$ cat src/rtl/fwd_pkg.sv
package fwd_pkg;
    localparam int NCLASS = 4;

    typedef enum logic [1:0] {
        MS_OFF,
        MS_ARM,
        MS_IDLE,
        MS_MEAS
    } meas_state_t;
endpackage

$ cat src/rtl/fwd_sync.sv
module fwd_sync #(
    parameter int STAGES = 2
) (
    input  logic clk,
    input  logic rst_n,
    input  logic d,
    output logic q
);
    logic [STAGES-1:0] sh;

    always_ff @(posedge clk or negedge rst_n) begin
        if (!rst_n) sh <= '0;
        else        sh <= {sh[STAGES-2:0], d};
    end

    assign q = sh[STAGES-1];
endmodule

$ cat src/rtl/fwd_meter.sv
module fwd_meter
    import fwd_pkg::*;
#(
    parameter int CNT_W = 8
) (
    input  logic             clk,
    input  logic             rst_n,
    input  logic             run_en,
    input  logic             line_s,
    output logic             done_o,
    output logic [CNT_W-1:0] width_o
);
    localparam logic [CNT_W-1:0] SAT = {CNT_W{1'b1}};
    localparam logic [CNT_W-1:0] ONE = {{(CNT_W-1){1'b0}}, 1'b1};

    meas_state_t state, nxt;
    logic [CNT_W-1:0] cnt;

    // state register
    always_ff @(posedge clk or negedge rst_n) begin
        if (!rst_n) state <= MS_OFF;
        else        state <= nxt;
    end

    // next-state logic
    always_comb begin
        nxt = state;
        if (!run_en) begin
            nxt = MS_OFF;
        end else begin
            unique case (state)
                MS_OFF:  nxt = MS_ARM;
                MS_ARM:  if (!line_s) nxt = MS_IDLE;
                MS_IDLE: if (line_s)  nxt = MS_MEAS;
                MS_MEAS: if (!line_s) nxt = MS_IDLE;
                default: nxt = MS_OFF;
            endcase
        end
    end

    // counter and done strobe
    always_ff @(posedge clk or negedge rst_n) begin
        if (!rst_n) begin
            cnt    <= '0;
            done_o <= 1'b0;
        end else begin
            done_o <= 1'b0;
            unique case (state)
                MS_IDLE: if (line_s) cnt <= ONE;
                MS_MEAS: begin
                    if (!run_en)          cnt <= '0;
                    else if (line_s) begin
                        if (cnt != SAT)   cnt <= cnt + ONE;
                    end else              done_o <= 1'b1;
                end
                default: cnt <= '0;
            endcase
        end
    end

    assign width_o = cnt;
endmodule

$ cat src/rtl/fwd_classify.sv
module fwd_classify
    import fwd_pkg::*;
#(
    parameter int CNT_W = 8
) (
    input  logic [CNT_W-1:0]        width_i,
    input  logic [NCLASS*CNT_W-1:0] win_min_i,
    input  logic [NCLASS*CNT_W-1:0] win_max_i,
    output logic [NCLASS-1:0]       hit_o,
    output logic                    invalid_o
);
    logic [NCLASS-1:0] raw;
    logic              sat;
    logic              taken;

    assign sat = &width_i;

    for (genvar g = 0; g < NCLASS; g++) begin : g_win
        assign raw[g] = (width_i >= win_min_i[g*CNT_W +: CNT_W]) &&
                        (width_i <= win_max_i[g*CNT_W +: CNT_W]);
    end

    // lowest class index wins on overlap
    always_comb begin
        hit_o = '0;
        taken = 1'b0;
        for (int i = 0; i < NCLASS; i++) begin
            if (raw[i] && !taken && !sat) begin
                hit_o[i] = 1'b1;
                taken    = 1'b1;
            end
        end
        invalid_o = !taken;
    end
endmodule

$ cat src/rtl/fwd_latch.sv
module fwd_latch
    import fwd_pkg::*;
(
    input  logic              clk,
    input  logic              rst_n,
    input  logic              run_en,
    input  logic              done_i,
    input  logic [NCLASS-1:0] hit_i,
    input  logic              invalid_i,
    output logic [NCLASS-1:0] flag_o,
    output logic              invalid_o,
    output logic              inhibit_o
);
    always_ff @(posedge clk or negedge rst_n) begin
        if (!rst_n) begin
            flag_o    <= '0;
            invalid_o <= 1'b0;
            inhibit_o <= 1'b0;
        end else if (!run_en) begin
            flag_o    <= '0;
            invalid_o <= 1'b0;
            inhibit_o <= 1'b0;
        end else if (done_i) begin
            flag_o    <= flag_o | hit_i;
            invalid_o <= invalid_o | invalid_i;
            inhibit_o <= 1'b1;
        end
    end
endmodule

$ cat src/rtl/fault_width_decoder.sv
module fault_width_decoder
    import fwd_pkg::*;
#(
    parameter int CNT_W     = 8,
    parameter int SYNC_DEPTH = 2
) (
    input  logic                    clk,
    input  logic                    rst_n,
    input  logic                    run_en,
    input  logic                    fault_in,
    input  logic [NCLASS*CNT_W-1:0] win_min_i,
    input  logic [NCLASS*CNT_W-1:0] win_max_i,
    output logic [NCLASS-1:0]       flag_o,
    output logic                    invalid_o,
    output logic                    inhibit_o
);
    logic              line_s;
    logic              done;
    logic [CNT_W-1:0]  width;
    logic [NCLASS-1:0] hit;
    logic              unmatched;

    fwd_sync #(.STAGES(SYNC_DEPTH)) u_sync (
        .clk(clk), .rst_n(rst_n), .d(fault_in), .q(line_s)
    );

    fwd_meter #(.CNT_W(CNT_W)) u_meter (
        .clk(clk), .rst_n(rst_n), .run_en(run_en), .line_s(line_s),
        .done_o(done), .width_o(width)
    );

    fwd_classify #(.CNT_W(CNT_W)) u_cls (
        .width_i(width), .win_min_i(win_min_i), .win_max_i(win_max_i),
        .hit_o(hit), .invalid_o(unmatched)
    );

    fwd_latch u_ind (
        .clk(clk), .rst_n(rst_n), .run_en(run_en), .done_i(done),
        .hit_i(hit), .invalid_i(unmatched),
        .flag_o(flag_o), .invalid_o(invalid_o), .inhibit_o(inhibit_o)
    );
endmodule

$ cat config.mk
export PLATFORM = sky130hd
export DESIGN_NAME = fault_width_decoder
export DESIGN_NICKNAME = d
export VERILOG_FILES = /design/src/rtl/fwd_pkg.sv /design/src/rtl/fwd_sync.sv /design/src/rtl/fwd_meter.sv /design/src/rtl/fwd_classify.sv /design/src/rtl/fwd_latch.sv /design/src/rtl/fault_width_decoder.sv
export SDC_FILE = /design/constraint.sdc
export NUM_CORES = 1
export LEC_CHECK = 0
export BUFFER_PORTS_ARGS = -buffer_cell sky130_fd_sc_hd__buf_2
export CORE_UTILIZATION = 53
export CTS_CLUSTER_SIZE = 25
export DETAILED_ROUTE_END_ITERATION = 8
export GPL_ROUTABILITY_DRIVEN = 0
export HOLD_SLACK_MARGIN = 0.02
export PLACE_DENSITY = 0.91
export SYNTH_ARGS = -nofsm -noshare
export SYNTH_HDL_FRONTEND = slang
export SYNTH_HIERARCHICAL = 1
export SYNTH_SLANG_ARGS = --single-unit
$ cat constraint.sdc
create_clock -name clk -period 3 [get_ports clk]
set_clock_uncertainty 0.05 [all_clocks]
set_input_delay 0.3 -clock clk [delete_from_list [all_inputs] [get_ports clk]]
set_output_delay 0.3 -clock clk [all_outputs]
set_load 0.03 [all_outputs]
# Word level (Yosys, flattened, before mapping)
# Index checks and enable logic that the tools add are counted.
# W data, S select, Z words.
# word_totals
ff_bits,19
inputBits,68
out_inout_bits,6
word_cells,74
# classes
add_sub_neg,1
order_cmp,8
n_eq_ne,10
muxes,25
bitwise_logic,2
n_reduce_logical,21
# ops
op,n
$ge A8 B8 Y1,4
$le A8 B8 Y1,4
$mux W8,4
$pmux W8 S2,1
$mux W1,14
$logic_and A1 B1 Y1,11
$ne A3 B3 Y1 const B,3
$add A8 B1 Y8 const B,1
$mux W4,2
$ne A8 B8 Y1 const B,1
$reduce_and A8 Y1,1
$mux W2,3
$pmux W2 S3,1
$logic_not A1 Y1,5
$eq A2 B2 Y1 const B,2
$or A4 B4 Y4,1
$ne A3 B2 Y1 const B,1
$reduce_and A3 Y1,1
$eq A2 B1 Y1 const B,1
$logic_not A2 Y1,1
$ne A2 B1 Y1 const B,1
$ne A2 B2 Y1 const B,1
$reduce_and A2 Y1,1
$reduce_or A2 Y1,1
$or A1 B1 Y1,1

# Logic depth before layout (Yosys ltp)
# logic_depth
depth_word,20
depth_mapped,10
mapped_depth_nobuf,10

# Modules after synthesis
# The synthesis kept the hierarchy.
# by_module_without_submodules
module,n_inst,cells_each,area_per_inst_um2,seq_area_each_um2
fwd_classify,1,217,1636.6,0.0
fwd_meter,1,61,586.8,275.3
fwd_latch,1,17,214.0,150.1
fwd_sync,1,2,50.0,50.0

# Least setup slack after synthesis
# No wires, ideal clock.
# synth_timing
path_kind,register -> register
startpoint,"register u_meter.cnt[0], in the netlist u_meter/width_o[0]"
endpoint,register u_ind.flag_o[3]
setup_ns,0.073
t_arrival_ns,2.075
required_ns,2.877
slack_ns,0.803
path_stages_with_launch,11
n_path_buf,0
period_less_slack_ns,2.197
cell_sequence,dfrtp_1 inv_1 ha_1 nand2b_1 a2111oi_1 o31a_1 nor4_2 nand2b_4 and3b_1 a21oi_1 nor2b_1
# synth_via
elab_chain_len,19
word_cells_on_any_way,31
classes_between,order compare: 8; mux: 6; bitwise: 1; reduce/logical: 16
# synth_lines
item,line,text
from (decl),fwd_meter.sv:17,logic [CNT_W-1:0] cnt;
from (signal assigned),fwd_meter.sv:53,if (cnt != SAT) cnt <= cnt + ONE;
$ge A8 B8 Y1 (tied with other cells),fwd_classify.sv:19,assign raw[g] = (width_i >= win_min_i[g*CNT_W +: CNT_W]) &&
$logic_and A1 B1 Y1 or $logic_not A1 Y1 (tied branches),"fwd_classify.sv:19, fwd_classify.sv:28",
$logic_and A1 B1 Y1 (*),fwd_classify.sv:28,if (raw[i] && !taken && !sat) begin
$mux W1 (*),--,
via hit[0],fault_width_decoder.sv:20,logic [NCLASS-1:0] hit;
$logic_not A1 Y1,fwd_classify.sv:28,
$logic_and A1 B1 Y1 (2 in a row),fwd_classify.sv:28,
$mux W1 (*),fwd_classify.sv:28,
(+3 left out),--,
$mux W1 (*),fwd_classify.sv:28,
$logic_not A1 Y1 (*),fwd_classify.sv:28,
$logic_and A1 B1 Y1 (*) (2 in a row),fwd_classify.sv:28,
$mux W1 (*),fwd_classify.sv:28,
via hit[3],fault_width_decoder.sv:20,
$or A4 B4 Y4 (*),fwd_latch.sv:24,flag_o <= flag_o | hit_i;
$mux W4 (*),fwd_latch.sv:23,end else if (done_i) begin
$mux W4 (*),fwd_latch.sv:19,end else if (!run_en) begin
to (signal assigned),fwd_latch.sv:24,
to (decl),fwd_latch.sv:10,"output logic [NCLASS-1:0] flag_o,"
# The timed path passes the listed nets; every way through them passes the cells marked *. The select of a mux whose other input is x is not followed.
# A chain may end at the register's enable or synchronous reset.

# Final worst setup path
# layout_timing
startpoint,"register u_meter.cnt[5], in the netlist u_meter/width_o[5]"
endpoint,register u_ind.flag_o[3]
# The elaborated chain is that of the path after synthesis.

==> key figures <==
Floorplanning
  • Top Ports: between 70 and 80
  • Die Wd: about 71 µm
  • Die ar.: a little under 5000 µm²
  • Die Ht: about 71 µm
  • Core ar.: around 4400 µm²
  • Initial Util: 56.0%
  • Num rows: 24

Drt
  • Wirelength, routed: 6.02 mm
  • DRC Markers: 16
  • DRT antenna net count: 0
  • Vias: 2445
  • DRT Pass-1 Iters: 6
  • Initial drt markers: about 130
  • Drt wl/cell: about 14 µm
  • Vias/cell: 5.70

Global route
  • Overall Global Routing Usage: about a quarter
  • Initial antenna violation count: 0
  • First-pass GRT wire length: between 10 and 15 mm
  • GRT overflow: 0
  • Pin count of the biggest net entering global routing: 20
  • Vias in the first global route: 2492

Cells and area
  • Fraction of layout cells with a size suffix above 1: 23.6%
  • Most common cell after layout, fill and taps aside: buf_2
  • Multi-input gate area: approximately 1800 µm²
  • Most frequent cells in the layout: buf_2 (73), ha_1 (65), inv_1 (59), a21oi_1 (32), dfrtp_1 (19)
  • Register area: ~480 µm²
  • Layout Area Growth over Synthesis: 20.2%
  • Fillers: 373
  • Antenna diodes: 0
  • Nets: 511

Timing
  • Setup-failing EPs final: 0
  • Slew Limit Fails: 0
  • Setup TNS: 0 ps
  • FMAX: 389 MHz
  • Hold WS: just over 100 ps
  • Slew headroom: 62.4%
  • Minimum clock period: between 2000 and 3000 ps
  • RSZ-0062 raised after global routing: false
  • Final hold violation count: 0
  • Crit share post-route: about 86%
  • Tightest Pin Transition: roughly 560 ps

Clock tree
  • Clock buffer depth: 2
  • Clock sinks: 19
  • Post-CTS Repair Setup Buffers: 0
  • CTS tree: yes
  • Worst skew pair latency: approximately 250 ps
  • Root Buffer: clkbuf_8
  • H-tree Lvls: 1
  • Clock Pin Slew Worst Setup and Hold Paths: about 70 ps
  • CTS buffer count: 3
  • PostCTS Resize Cnt: 0

Logic synthesis
  • Top post-synthesis cells by area: ha_1 (33%), dfrtp_1 (19%), inv_1 (8.9%), a21oi_1 (6.4%), nand4_1 (2.8%)
  • Syn Inst Count: 297
  • Post-synth EDFFs: 0
  • Top cell type's share of synthesized area: 32.7%
  • Largest area contributor in the synthesized netlist: ha_1
  • Mapped Nets: 430
  • Main synth FF type: dfrtp_1
  • Syn Area/Cell: approximately 8.4 µm²
  • Async set or reset register ratio after synthesis: 100%
  • Seq/Total Area, Yosys: 19.1%
  • Mapped cell area: 2490 µm²
  • Yosys warnings: 6
  • Distinct cells, synth: 44
  • Flops & latches, synth: 19

Setup path
  • Critical path peak fanout: 15
  • FF-to-FF Start: u_meter/width_o[5]
  • Crit path cell chain: ha_1, nand4_1, nor2_1, a21oi_1, nor4_2, nand2b_4, and3b_1, a21oi_1, nor2b_1
  • Reg2Reg Setup Slack: ~430 ps
  • Slowest-stage cell, CP: dfrtp_1
  • R2r worst-path depth: 9
  • Crit Path Class: register to register
  • R2R Path End: u_ind/flag_o[3]
  • Worst Setup Start Kind: register
  • CP max stage delay: 600 ps
  • Setup crit end kind: register
  • Required time worst endpoint: 3090 ps
  • CP arrival: ~2700 ps
  • Most frequent CP cell: a21oi_1

Run
  • Total of max-cap violations: 0

Pwr
  • P per Cell Area: between 150 and 200 nW/µm²
  • Leak: between 1.5 and 2 nW
  • Worst vdd ir: around 0.26 mV

Status
  • Failing checks: design-rule violations
  • Status: complete, but fails checks

Worst hold path
  • Hold EP: u_sync/sh[0]
  • HP Class: input port to register
  • Worst Hold Path Cells: 1
  • Hold_sp: fault_in

Place
  • I/O Buffers: between 70 and 80
  • Hpwl dp: 4.84 mm
power by group:
part / switching (mW) / leakage (nW) / total [mW] / internal, mW
Sequential: 0.00673 / 0.258 / 0.267 / 0.261
Combinational: 0.0744 / 1.49 / 0.150 / 0.0753
Clock: 0.0811 / 0.0255 / 0.173 / 0.0921
Total: 0.162 / 1.78 / 0.590 / 0.428
kinds of logic (layout without fill, tap and decap cells):
group           after synthesis  after routing  share of synthesized area, %
compound gates               82             82                          21.6
fa+ha+maj                    65             65                          32.7
flops                        19             19                          19.1
simple gates                 71             71                          17.3
mux                           1              1                         0.402
buf+inv                      59            139                          8.90
synthesized netlist by cell type, drive strengths merged, types with 2 or more instances:
cell,count
a2111oi,2
a21oi,32
dfrtp,19
nor2,10
a21o,5
nor2b,11
a31oi,4
nand3,7
o21ai,12
and3b,2
and2,2
nand2,9
ha,65
o21a,6
and3,3
inv,59
o211ai,6
nand2b,9
a211oi,4
nand4,12
sequential cells by signal, indices dropped and copies added (netlist names):
name,count
u_meter/width_o,8
u_ind/flag_o,4
u_meter/state,2
u_sync/sh,2
u_ind/inhibit_o,1
u_ind/invalid_o,1
u_meter/done_o,1
what timing repair did:
action / in CTS / in global routing
hold buffers: 1 / 0
setup endpoints to repair: 0 / 0
hold endpoints to repair: 19 / 0
worst max path at each step:
stage	end	startpoint	slack, ps	cells after the start
6_report	u_ind/flag_o[3]	u_meter/width_o[5]	430	9
5_1_grt	u_ind/flag_o[3]	u_meter/width_o[0]	260	10
4_1_cts	u_ind/flag_o[3]	u_meter/width_o[0]	450	10
3_5_place_dp	u_ind/flag_o[3]	u_meter/width_o[0]	460	10
3_3_place_gp	u_ind/flag_o[3]	u_meter/width_o[5]	570	9
2_1_floorplan	u_ind/flag_o[3]	u_meter/width_o[0]	800	10
critical path: cells and delay by family, from the launching register on:
| kind | cells | cell delay [ps] |
|---|---|---|
| AND/OR/NAND/NOR | 6 | 1130 |
| AO/OA/AOI/OAI | 2 | 260 |
| adder cells (fa/ha/maj) | 1 | 420 |
| flip-flops | 1 | 600 |
metal layers:
| layer | part of all wire, % | vias up | global-route usage (%) |
|---|---|---|---|
| met5 | 0 | - | 0 |
| met2 | 48 | 105 | 46.6 |
| met3 | 5.8 | 6 | 3.03 |
| met1 | 45 | 1102 | 31.9 |
| met4 | 0.70 | 0 | 3.85 |
| li1 | - | 1232 | - |
area by class of cell:
type / instances / area share [%]
multi-input combinational: 219 / 59.9
sequential: 19 / 15.9
inverter: 59 / 7.41
clock inverter: 1 / 0.167
timing repair buffer: 76 / 13.1
clock buffer: 3 / 1.38
tap: 52 / 2.18
stage by stage:
stage / setup WS [ps] / power [mW] / instance area (µm²) / util, % / instances
after floorplan: 803 / 0.347 / 2490 / - / 297
after global placement: 570 / 0.411 / 2930 / 66.0 / 424
after detailed placement: 457 / 0.419 / 2930 / 66.0 / 424
after CTS: 447 / 0.598 / 2990 / 67.3 / 429
after global routing: 264 / 0.632 / 2990 / 67.3 / 429
final: 429 / 0.590 / 2990 / 67.3 / 429
No activity file was read; power rests on OpenSTA's default activity.
